$ cat src/rtl/xsd_pkg.sv
package xsd_pkg;
   typedef enum logic [2:0] {
      K_DATA,
      K_EOF,
      K_PRUNE,
      K_ABORT,
      K_ESC,
      K_IDLE
   } code_kind_t;

   typedef enum logic [1:0] {
      S_HDR,
      S_BODY,
      S_LIT
   } dec_state_t;
endpackage

$ cat src/rtl/xsd_code_classify.sv
module xsd_code_classify
   import xsd_pkg::*;
#(
   parameter int WORD_W = 32
) (
   input  logic [WORD_W-1:0] raw_i,
   input  logic              swap_i,
   output code_kind_t        kind_o,
   output logic [1:0]        unused_o
);
   localparam int NBYTES = WORD_W / 8;

   logic [WORD_W-1:0] rev_w;
   logic [WORD_W-1:0] cmp_w;
   logic              is_code;

   if (WORD_W != 32) begin : g_bad_width
      $error("xsd_code_classify: WORD_W must be 32");
   end

   for (genvar b = 0; b < NBYTES; b++) begin : g_rev
      assign rev_w[8*b +: 8] = raw_i[8*(NBYTES-1-b) +: 8];
   end

   assign cmp_w   = swap_i ? rev_w : raw_i;
   assign is_code = cmp_w[WORD_W-1] && (cmp_w[WORD_W-2:3] == '0);

   always_comb begin
      kind_o = K_DATA;
      if (is_code) begin
         case (cmp_w[2:0])
            3'd4:    kind_o = K_PRUNE;
            3'd5:    kind_o = K_ABORT;
            3'd6:    kind_o = K_ESC;
            3'd7:    kind_o = K_IDLE;
            default: kind_o = K_EOF;
         endcase
      end
   end

   assign unused_o = cmp_w[1:0];
endmodule

$ cat src/rtl/xsd_word_hold.sv
module xsd_word_hold #(
   parameter int WORD_W = 32
) (
   input  logic              clk,
   input  logic              rst_n,
   input  logic              push_i,
   input  logic [WORD_W-1:0] push_data_i,
   input  logic              flush_i,
   output logic              o_valid,
   output logic              o_last,
   output logic [WORD_W-1:0] o_data
);
   logic              hold_v;
   logic [WORD_W-1:0] hold_d;

   always_ff @(posedge clk) begin
      if (!rst_n) begin
         hold_v  <= 1'b0;
         hold_d  <= '0;
         o_valid <= 1'b0;
         o_last  <= 1'b0;
         o_data  <= '0;
      end else begin
         o_valid <= 1'b0;
         o_last  <= 1'b0;
         if (flush_i) begin
            o_valid <= hold_v;
            o_last  <= hold_v;
            o_data  <= hold_d;
            hold_v  <= 1'b0;
         end else if (push_i) begin
            o_valid <= hold_v;
            o_data  <= hold_d;
            hold_d  <= push_data_i;
            hold_v  <= 1'b1;
         end
      end
   end

   AST_HOLD_EMIT: assert property (@(posedge clk) disable iff (!rst_n) (push_i && !flush_i && hold_v) |=> (o_valid && !o_last));
   AST_FLUSH_EMPTY: assert property (@(posedge clk) disable iff (!rst_n) flush_i |=> !hold_v);
endmodule

$ cat src/rtl/xtr_stream_decoder.sv
module xtr_stream_decoder
   import xsd_pkg::*;
#(
   parameter int WORD_W         = 32,
   parameter int HDR_WORDS      = 9,
   parameter int MAX_DATA_WORDS = 512,
   parameter int FCS_BYTES      = 4,
   localparam int HIDX_W        = (HDR_WORDS > 1) ? $clog2(HDR_WORDS) : 1,
   localparam int WC_W          = $clog2(MAX_DATA_WORDS + 1),
   localparam int CNT_W         = $clog2(MAX_DATA_WORDS * 4 + 1)
) (
   input  logic              clk,
   input  logic              rst_n,
   input  logic              swap_en,
   input  logic              in_valid,
   input  logic [WORD_W-1:0] in_data,
   output logic              hdr_valid,
   output logic [HIDX_W-1:0] hdr_idx,
   output logic [WORD_W-1:0] hdr_word,
   output logic              dat_valid,
   output logic [WORD_W-1:0] dat_word,
   output logic              dat_last,
   output logic              done,
   output logic [CNT_W-1:0]  byte_cnt,
   output logic [CNT_W-1:0]  frame_len,
   output logic              st_good,
   output logic              st_abort,
   output logic              st_pruned,
   output logic              st_incomplete
);
   if (HDR_WORDS < 2) begin : g_bad_hdr
      $error("xtr_stream_decoder: HDR_WORDS must be at least 2");
   end
   if (MAX_DATA_WORDS < 2) begin : g_bad_max
      $error("xtr_stream_decoder: MAX_DATA_WORDS must be at least 2");
   end
   if (FCS_BYTES > 4 * MAX_DATA_WORDS) begin : g_bad_fcs
      $error("xtr_stream_decoder: FCS_BYTES exceeds frame capacity");
   end

   localparam logic [HIDX_W-1:0] HIDX_LAST = HIDX_W'(HDR_WORDS - 1);
   localparam logic [WC_W-1:0]   WC_LIMIT  = WC_W'(MAX_DATA_WORDS);
   localparam logic [CNT_W-1:0]  FCS_C     = CNT_W'(FCS_BYTES);

   code_kind_t        kind;
   logic [1:0]        unused;
   dec_state_t        state, nxt_state;
   logic [HIDX_W-1:0] hidx;
   logic [WC_W-1:0]   word_cnt;
   logic [CNT_W-1:0]  run_cnt, fin_cnt, unused_ext;
   logic              lit_prune, set_litprune;
   logic              close_pend, set_pend;
   logic              push, hdr_take, close;
   logic              c_eof, c_abort, c_prune, c_limit;
   logic              out_good, out_incomp, at_limit;

   xsd_code_classify #(.WORD_W(WORD_W)) classify_i (
      .raw_i    (in_data),
      .swap_i   (swap_en),
      .kind_o   (kind),
      .unused_o (unused)
   );

   xsd_word_hold #(.WORD_W(WORD_W)) hold_i (
      .clk         (clk),
      .rst_n       (rst_n),
      .push_i      (push),
      .push_data_i (in_data),
      .flush_i     (close),
      .o_valid     (dat_valid),
      .o_last      (dat_last),
      .o_data      (dat_word)
   );

   assign unused_ext = {{(CNT_W-2){1'b0}}, unused};
   assign at_limit   = (word_cnt == WC_LIMIT);

   always_comb begin
      nxt_state    = state;
      push         = 1'b0;
      hdr_take     = 1'b0;
      close        = 1'b0;
      c_eof        = 1'b0;
      c_abort      = 1'b0;
      c_prune      = 1'b0;
      c_limit      = 1'b0;
      set_pend     = 1'b0;
      set_litprune = lit_prune;
      fin_cnt      = run_cnt;
      if (close_pend) begin
         close   = 1'b1;
         c_prune = 1'b1;
      end
      if (in_valid) begin
         case (state)
            S_HDR: begin
               hdr_take = 1'b1;
               if (hidx == HIDX_LAST) nxt_state = S_BODY;
            end
            S_BODY: begin
               case (kind)
                  K_DATA: begin
                     if (at_limit) begin
                        close     = 1'b1;
                        c_limit   = 1'b1;
                        nxt_state = S_HDR;
                     end else begin
                        push = 1'b1;
                     end
                  end
                  K_EOF: begin
                     close     = 1'b1;
                     c_eof     = 1'b1;
                     nxt_state = S_HDR;
                     fin_cnt   = (run_cnt < unused_ext) ? '0 : run_cnt - unused_ext;
                  end
                  K_PRUNE: begin
                     nxt_state    = S_LIT;
                     set_litprune = 1'b1;
                  end
                  K_ESC: begin
                     nxt_state    = S_LIT;
                     set_litprune = 1'b0;
                  end
                  K_ABORT: begin
                     close     = 1'b1;
                     c_abort   = 1'b1;
                     nxt_state = S_HDR;
                  end
                  default: ;
               endcase
            end
            S_LIT: begin
               if (at_limit) begin
                  close     = 1'b1;
                  c_limit   = 1'b1;
                  nxt_state = S_HDR;
               end else begin
                  push = 1'b1;
                  if (lit_prune) begin
                     set_pend  = 1'b1;
                     nxt_state = S_HDR;
                  end else begin
                     nxt_state = S_BODY;
                  end
               end
            end
            default: nxt_state = S_HDR;
         endcase
      end
   end

   assign out_good   = c_eof && (fin_cnt >= FCS_C);
   assign out_incomp = c_limit || (c_eof && !out_good);

   always_ff @(posedge clk) begin
      if (!rst_n) begin
         state         <= S_HDR;
         hidx          <= '0;
         word_cnt      <= '0;
         run_cnt       <= '0;
         lit_prune     <= 1'b0;
         close_pend    <= 1'b0;
         hdr_valid     <= 1'b0;
         hdr_idx       <= '0;
         hdr_word      <= '0;
         done          <= 1'b0;
         byte_cnt      <= '0;
         frame_len     <= '0;
         st_good       <= 1'b0;
         st_abort      <= 1'b0;
         st_pruned     <= 1'b0;
         st_incomplete <= 1'b0;
      end else begin
         state      <= nxt_state;
         lit_prune  <= set_litprune;
         close_pend <= set_pend;
         if (hdr_take) hidx <= (hidx == HIDX_LAST) ? '0 : hidx + 1'b1;
         if (close) begin
            run_cnt  <= '0;
            word_cnt <= '0;
         end else if (push) begin
            run_cnt  <= run_cnt + CNT_W'(4);
            word_cnt <= word_cnt + 1'b1;
         end
         hdr_valid <= hdr_take;
         if (hdr_take) begin
            hdr_idx  <= hidx;
            hdr_word <= in_data;
         end
         done          <= close;
         byte_cnt      <= close ? fin_cnt : '0;
         frame_len     <= (close && out_good) ? fin_cnt - FCS_C : '0;
         st_good       <= close && out_good;
         st_abort      <= close && c_abort;
         st_pruned     <= close && c_prune;
         st_incomplete <= close && out_incomp;
      end
   end

   AST_DONE_SINGLE: assert property (@(posedge clk) disable iff (!rst_n) done |=> !done);
   AST_ONE_OUTCOME: assert property (@(posedge clk) disable iff (!rst_n) done |-> ($countones({st_good, st_abort, st_pruned, st_incomplete}) == 1));
   AST_FLAGS_IDLE: assert property (@(posedge clk) disable iff (!rst_n) !done |-> ({st_good, st_abort, st_pruned, st_incomplete} == 4'b0));
   AST_LEN_BAD_ZERO: assert property (@(posedge clk) disable iff (!rst_n) (done && !st_good) |-> (frame_len == '0));
   AST_LAST_AT_DONE: assert property (@(posedge clk) disable iff (!rst_n) (dat_valid && dat_last) |-> done);
   AST_HDR_NO_DATA: assert property (@(posedge clk) disable iff (!rst_n) (state == S_HDR && !close_pend) |=> !dat_valid);
   AST_IDLE_NO_COUNT: assert property (@(posedge clk) disable iff (!rst_n) (in_valid && state == S_BODY && kind == K_IDLE) |=> $stable(run_cnt));
   AST_WORD_LIMIT: assert property (@(posedge clk) disable iff (!rst_n) word_cnt <= WC_LIMIT);
   AST_PUSH_CLOSE_EXCL: assert property (@(posedge clk) disable iff (!rst_n) !(push && close));
   AST_ABORT_KEEPS_CNT: assert property (@(posedge clk) disable iff (!rst_n) (in_valid && state == S_BODY && kind == K_ABORT) |=> (done && st_abort && byte_cnt == $past(run_cnt)));
endmodule

$ cat config.mk
export PLATFORM = sky130hd
export DESIGN_NAME = xtr_stream_decoder
export DESIGN_NICKNAME = d
export VERILOG_FILES = /design/src/rtl/xsd_pkg.sv /design/src/rtl/xsd_code_classify.sv /design/src/rtl/xsd_word_hold.sv /design/src/rtl/xtr_stream_decoder.sv
export SDC_FILE = /design/constraint.sdc
export NUM_CORES = 1
export LEC_CHECK = 0
export ABC_AREA = 1
export BUFFER_PORTS_ARGS = -buffer_cell sky130_fd_sc_hd__buf_2
export CAP_MARGIN = 30
export CORE_MARGIN = 5
export CORE_UTILIZATION = 50
export CTS_CLUSTER_SIZE = 12
export DETAILED_ROUTE_END_ITERATION = 7
export GPL_TIMING_DRIVEN = 0
export PLACE_DENSITY = 0.79
export RECOVER_POWER = 100
export SYNTH_ARGS = -nofsm -noshare
export SYNTH_HDL_FRONTEND = slang
export SYNTH_HIERARCHICAL = 1
export SYNTH_SLANG_ARGS = --single-unit
$ cat constraint.sdc
create_clock -name clk -period 2.63 [get_ports clk]
set_input_delay 0.263 -clock clk [delete_from_list [all_inputs] [get_ports clk]]
set_output_delay 0.263 -clock clk [all_outputs]
set_load 0.005 [all_outputs]
==> impl_metrics.ini, run 1 <==
[status]
run_status = finished, final reports clean

[synthesis]
number_of_nets_in_the_synthesized_netlist = 1125
synth_edf_count = 0
most_used_standard_cells_in_the_synthesized_netlist = nor2_1 (269), nand2_1 (202), dfxtp_1 (161)
synth_largest_type_area_fraction_pct = 43.1
share_of_cell_area_taken_by_muxes_after_synthesis_pct = 0
synth_sequential_area_ratio_pct = 43.1
postSynthAreaPerCell_um2 = 6.95
ys_ff_latch = 161
synthesis.instances = 1076
fraction_of_synthesis_flops_using_an_asynchronous_set_or_reset_pin_pct = 0
complex_gate_fraction_of_the_synthesized_area_pct = 6.18
yosys_warnings = 6
synth_most_common_cell = nor2_1
ys_types = 45
xor_xnor_fraction_of_synth_area_pct = 0.586
largest_family_of_logic_cells_by_synthesized_area = simple AND/OR/NAND/NOR gates
synth-adder-area-share_pct = 2.18
synth_area_leader = dfxtp_1
mappedNetlistArea_um2 = 7480
synthSimpleGateAreaFrac_pct = 36.6
primary_ff_master_synth = dfxtp_1
netlist_top_cells_area = dfxtp_1 (43%), nor2_1 (14%), nand2_1 (10%)

[placed_design]
finalWeightedCongestion = 0.886
dp.final_hpwl_um = 14500
place_area_um2 = 8370
io_buffer_count = 133

[drt]
vias = 7196
firstDrtPassIters = 6
drt-initial-drc-count = 553
vias_per_cell = 5.00
final_antenna_net_count = 0
drt_drc_violations_left = 0
post_drt_wl_per_cell_um = 13.9
wirelength_um = 20100

[clocking]
tritoncts = yes
cts_htree_levels = 4
cts.reportedPaths.clkPinSlew_ns = 0.06
numClockSinks = 161
worstSkewPairLatency_ns = 0.43
tritoncts.num_buffers = 17
clk_root_buffer_cell = clkbuf_16
hold_buffers = 0
max-clock-path-buffers = 2

[final_layout]
drive_gt1_share_pct = 18.5
final_area_um2 = 9130
area_growth_syn_to_layout_pct = 22.2
layout.nets = 1290

[critical_path]
cpMaxStageDelayCell = nand4_4
crit_path_max_incr_delay_ns = 0.23
critical_path.most_common_cell = nand3_4
crit_path_cell_trace = buf_2 -> nor2_1 -> and2_0 -> nand2_1 -> nor2_2 -> nand3_4 -> nor2_4 -> nand3_4 -> nor2_4 -> nand4_4 -> nand3_4 -> inv_2 -> ha_1 -> nand3_1 -> nor2_2 -> nand2_1 -> nand3_2 -> nand2_4 -> buf_12 -> a21oi_2
worst_ep_arrival_time_ns = 2.83
crit_required_ns = 2.94
worst-path-max-fanout = 10
crit_path_end_kind = register
worst_r2r_path_depth = 17
startpoint_type = input pin
critPathKind = in -> reg

[die]
effective_utilization_at_floorplan_pct = 51.2
floorplan.die.width_um = 132
core_region_area_um2 = 14600
die-height_um = 132
floorplan.io_pins = 136
floorplan.rows = 44
die_area_um2 = 17500

[sta]
min_period_over_period_pct = 95.8
finalHoldViolCount = 0
timing.clock.skew_ns = 0.0119
report.final.slew_viol_count = 0
tns_ns = 0
timing_worst_slew_pin_value_ns = 0.563
clock.fmax_mhz = 397
period_needed_ns = 2.52
number_of_endpoints_failing_setup_at_the_final_stage = 0
hold-worst-slack_ns = 0.144
relSlewSlack_pct = 62.4

[global_route]
grt_usage_pct = 21.7
grt_overflow = 0
grt_pass1_wl_um = 31300
initial_antenna_violation_count = 2
largest_net_degree_at_the_start_of_global_routing = 17
grt_pass1_vias = 6498

[worst_hold_path]
min_path_type = in -> reg
holdPathStages = 3

[power]
p_per_area_nw_per_um2 = 585
leakage_uw = 0.00449
ir_drop_uv = 413
design_power_total_uw = 5340

[job]
drv.max_cap_violation_count = 0
logic make-up (layout without fill, tap and decap cells):
logic type      count (synthesis)  count (layout)
compound gates                 86              86
xor+xnor                        5               5
fa+ha+maj                      13              13
buf+inv                       190             368
flops                         161             161
other cells                     0               1
simple gates                  621             621
final cells by class:
type                    count  area [µm²]
inverters                 144         546
flip-flops and latches    161        3220
fillers                  1301        5460
plain buffers              46         310
repair buffers            146         698
clock buffers              19         443
well taps                 184         230
clock inverters            13         159
multi-input cells         725        3520
diodes                      1        2.50
flip-flops by register name (all words and copies together) (netlist names), 2 cells and up:
signal / flops
hdr_word: 32
hold_i/hold_d: 32
hold_i/o_data: 32
byte_cnt: 12
frame_len: 12
run_cnt: 10
word_cnt: 10
hdr_idx: 4
hidx: 4
state: 2
power by group:
part / total [µW] / switching [µW] / internal (µW) / leakage, µW
Combinational: 312 / 207 / 105 / 0.00289
Clock: 2530 / 1010 / 1520 / 0.000295
Sequential: 2500 / 23.0 / 2480 / 0.00131
layer usage:
metal	vias to the layer above	track usage (%)	wire [µm]
met4	2	7.18	456
met1	3238	26.4	8340
li1	3654	-	-
met5	-	0	13
met2	257	37.1	9910
met3	45	5.80	1350
stage by stage:
step / worst slack, ns / utilization (%) / instances
floorplan: 0.0641 / - / 1076
global placement: -0.361 / 57.4 / 1393
detailed placement: -0.434 / 57.4 / 1393
CTS: 0.0185 / 61.6 / 1425
global route: -0.0534 / 62.6 / 1439
finish: 0.110 / 62.6 / 1439
worst max-delay path: cells and delay by family:
family | cells | cell delay (ns)
buffers and inverters | 3 | 0.33
and+or+nand+nor | 15 | 1.98
adders and majority gates | 1 | 0.19
AOI/OAI and AO/OA | 1 | 0.05
worst paths after layout:
path	slack (ns)	start	endpoint
worst min register to register	0.48	hdr_idx[0]$_SDFFE_PN0P_	hdr_idx[0]$_SDFFE_PN0P_
worst min-delay path	0.14	in_data[6]	hdr_word[6]$_SDFFE_PN0P_
worst max-delay path	0.11	in_data[30]	frame_len[8]$_SDFF_PN0_
worst max register to register	0.14	state[1]$_SDFFE_PN0P_	frame_len[6]$_SDFF_PN0_
what timing repair did:
item / 4_1_cts / 5_1_grt
buffers inserted: 0 / 12
cloned: 0 / 1
pin swaps: 1 / 10
endpoints found under the setup margin: 13 / 75
gates resized for setup: 3 / 30
cell usage in the layout, fill, tap and decap left out, drive strengths merged, types with 5 or more instances in the layout:
cell type,synthesis,final
or2,6,6
clkinv,0,6
inv,144,146
clkbuf,15,81
nor3,14,14
dfxtp,161,161
a21oi,30,30
xor2,5,5
nand3,79,79
nand2,209,209
ha,13,13
nand4,16,16
nor2,286,286
nor4,5,5
buf,31,130
o21ai,48,48
(Power assumes the default switching activity.)
==> run 2, diff against run 1 <==
Settings changed: ABC_AREA 1 to default.
==> run 2 against run 1 <==
  * The flow now finishes with violations (setup timing)
  * Routed wire length rose by 22%
  * Critical path depth fell by 3
  * Worst setup slack got worse by 1.1 ns
  * Highest routed layer is now met4
  * Clock power rose by 5%
  * Critical path type unchanged
  * Sequential share of layout area fell by 3.7 points
==> impl_metrics.ini, run 2 <==
[sta]
number_of_endpoints_failing_setup_at_the_final_stage = 116
final.setup.worst_slack_ns = -0.987
timing_worst_slew_pin_value_ns = 0.751
relSlewSlack_pct = 49.5
report.final.slew_viol_count = 0
finalHoldViolCount = 0
min_period_over_period_pct = 138
period_needed_ns = 3.62
hold-worst-slack_ns = 0.100
timing.clock.skew_ns = 0.00944
rsz_0062_raised_after_global_routing = true
clock.fmax_mhz = 277

[placed_design]
finalWeightedCongestion = 0.909
io_buffer_count = 134
dp.final_hpwl_um = 13500
place_area_um2 = 8160

[final_layout]
layout.filler_cells = 887
most_frequent_cells_in_the_layout = nand2_1 (188), dfxtp_1 (159), clkbuf_1 (79)
area_growth_syn_to_layout_pct = 43.2
multi_input_area_um2 = 4020
ff_latch_area_um2 = 3230
layout.nets = 1070
final_common_cell = nand2_1
drive_gt1_share_pct = 32.7
fin_util_pct = 73.1
reg_top3 = hdr_word (32), hold_i/hold_d (32), hold_i/o_data (32)
final_area_um2 = 10200

[global_route]
grt_pass1_wl_um = 34800
grt_pass1_vias = 6576
initial_antenna_violation_count = 2
largest_net_degree_at_the_start_of_global_routing = 17
grt_usage_pct = 26.5
grt_overflow = 0

[clocking]
tritoncts.num_buffers = 17
clk_root_buffer_cell = clkbuf_16
max-clock-path-buffers = 2
tritoncts = yes
cts.reportedPaths.clkPinSlew_ns = 0.07
cts_htree_levels = 4
worstSkewPairLatency_ns = 0.43
numClockSinks = 161

[critical_path]
crit_path_end_kind = register
critical_path.n_buffers_inverters = 6
worst-path-max-fanout = 7
worst_ep_arrival_time_ns = 3.94
worst_path_dominant_cell_family = simple AND/OR/NAND/NOR gates
cpMaxStageDelayCell = or4b_4
startpoint_type = input pin
path_depth = 17
crit_required_ns = 2.95
crit_path_cell_trace = buf_2 -> mux2_4 -> inv_1 -> ha_1 -> or4b_4 -> nor4_4 -> buf_6 -> o41a_1 -> inv_2 -> ha_4 -> o31ai_2 -> o211ai_1 -> nor4_4 -> nand2b_4 -> buf_6 -> buf_12 -> nor2_2
crit_path_max_incr_delay_ns = 0.57
worst_r2r_path_depth = 15
critPathKind = in -> reg

[die]
die-height_um = 129
floorplan.io_pins = 136
floorplan.rows = 43
die_area_um2 = 16700
floorplan.die.width_um = 129
core_region_area_um2 = 13900
effective_utilization_at_floorplan_pct = 51.1

[drt]
wirelength_um = 24600
drt_drc_violations_left = 0
final_antenna_net_count = 0
vias = 7036
vias_per_cell = 5.79
post_drt_wl_per_cell_um = 20.2
firstDrtPassIters = 5
drt-initial-drc-count = 659

[synthesis]
number_of_nets_in_the_synthesized_netlist = 827
ys_ff_latch = 161
ys_types = 69
synth_largest_type_area_fraction_pct = 45.3
primary_ff_master_synth = dfxtp_1
most_used_standard_cells_in_the_synthesized_netlist = nand2_1 (192), dfxtp_1 (161), mux2i_1 (69)
synth_sequential_area_ratio_pct = 45.3
yosys_warnings = 6
netlist_top_cells_area = dfxtp_1 (45%), nand2_1 (10%), mux2i_1 (9.7%)
postSynthAreaPerCell_um2 = 9.15
synth_most_common_cell = nand2_1
synth_edf_count = 0
mappedNetlistArea_um2 = 7120
synth_area_leader = dfxtp_1
fraction_of_synthesis_flops_using_an_asynchronous_set_or_reset_pin_pct = 0
synthesis.instances = 778

[worst_hold_path]
holdPathStages = 3
min_path_type = in -> reg

[status]
run_status = finished, violations left
violations_in_the_final_reports = setup timing

[power]
ir_drop_uv = 429
p_per_area_nw_per_um2 = 540
leakage_uw = 0.00433
design_power_total_uw = 5500

[job]
drv.max_cap_violation_count = 0
-- run 2: changes by cell type in the layout (fill, tap and decap cells not counted), moves of 20 or more --
cell      before  now
mux2i_1        0   67
nand3_1       66    6
a21oi_1       26    2
buf_2         94   74
nor2_1       260   29
buf_6         12   44
buf_4         16   54
o21ai_0       46   11
inv_1        131   12
a21boi_0       0   39
-- run 2: layout make-up --
class                           count  area share (%)
Antenna cell                        2          0.0491
Buffer                             45            3.35
Timing Repair Buffer              229            16.5
Clock buffer                       20            4.38
Inverter                           16           0.589
Sequential cell                   161            31.7
Multi-Input combinational cell    551            39.5
Clock inverter                     12            1.76
Tap cell                          180            2.21
-- run 2: repair_timing --
| item | in CTS | in global routing |
|---|---|---|
| gates cloned | 8 | 2 |
| gates resized for setup | 88 | 102 |
| pin swaps | 38 | 25 |
| hold buffers | 0 | 0 |
| setup endpoints to repair | 117 | 117 |
| setup buffers | 104 | 31 |
-- run 2: worst paths after layout --
check                                                    start  slack (ns)                        endpoint
worst max-delay path                               in_data[24]       -0.99        frame_len[10]$_SDFF_PN0_
worst min register to register  hold_i/o_data[15]$_SDFFE_PN0P_        0.46  hold_i/o_data[15]$_SDFFE_PN0P_
worst min-delay path                               in_data[25]        0.10  hold_i/hold_d[25]$_SDFFE_PN0P_
worst max register to register         run_cnt[3]$_SDFFE_PP0P_       -0.97        frame_len[10]$_SDFF_PN0_
-- run 2: stage by stage --
stage | setup slack (ns) | instances | setup TNS [ns]
floorplan | -0.687 | 778 | -45.92
global placement | -1.35 | 1092 | -119.36
detailed placement | -1.34 | 1092 | -120.90
CTS | -0.754 | 1193 | -33.92
global route | -1.04 | 1216 | -68.75
finish | -0.987 | 1216 | -58.51
-- run 2: tightest hold or removal path: stages --
cell	delay [ns]
buf_6	0.11
nand2_1	0.05
mux2i_1	0.06
-- run 2: per-layer routing --
layer  GRT usage, %  wire length [µm]  up-vias
li1               -                 -     3143
met1           33.3              9510     3320
met2           43.9             11700      453
met3           5.56              2110      120
met4           11.8              1240        0
met5              0                 0        -
-- run 2: report_power, final --
part           internal (µW)  switching [µW]
clock                   1620            1040
sequential              2470            20.0
combinational            130             224
total                   4220            1280
-- run 2: cell families after synthesis --
group	after synthesis	share of synthesized area [%]
compound gates	91	9.41
simple gates	349	24.3
buf+inv	66	5.38
flops	161	45.3
mux	72	10.2
fa+ha+maj	13	2.29
xor+xnor	26	3.20
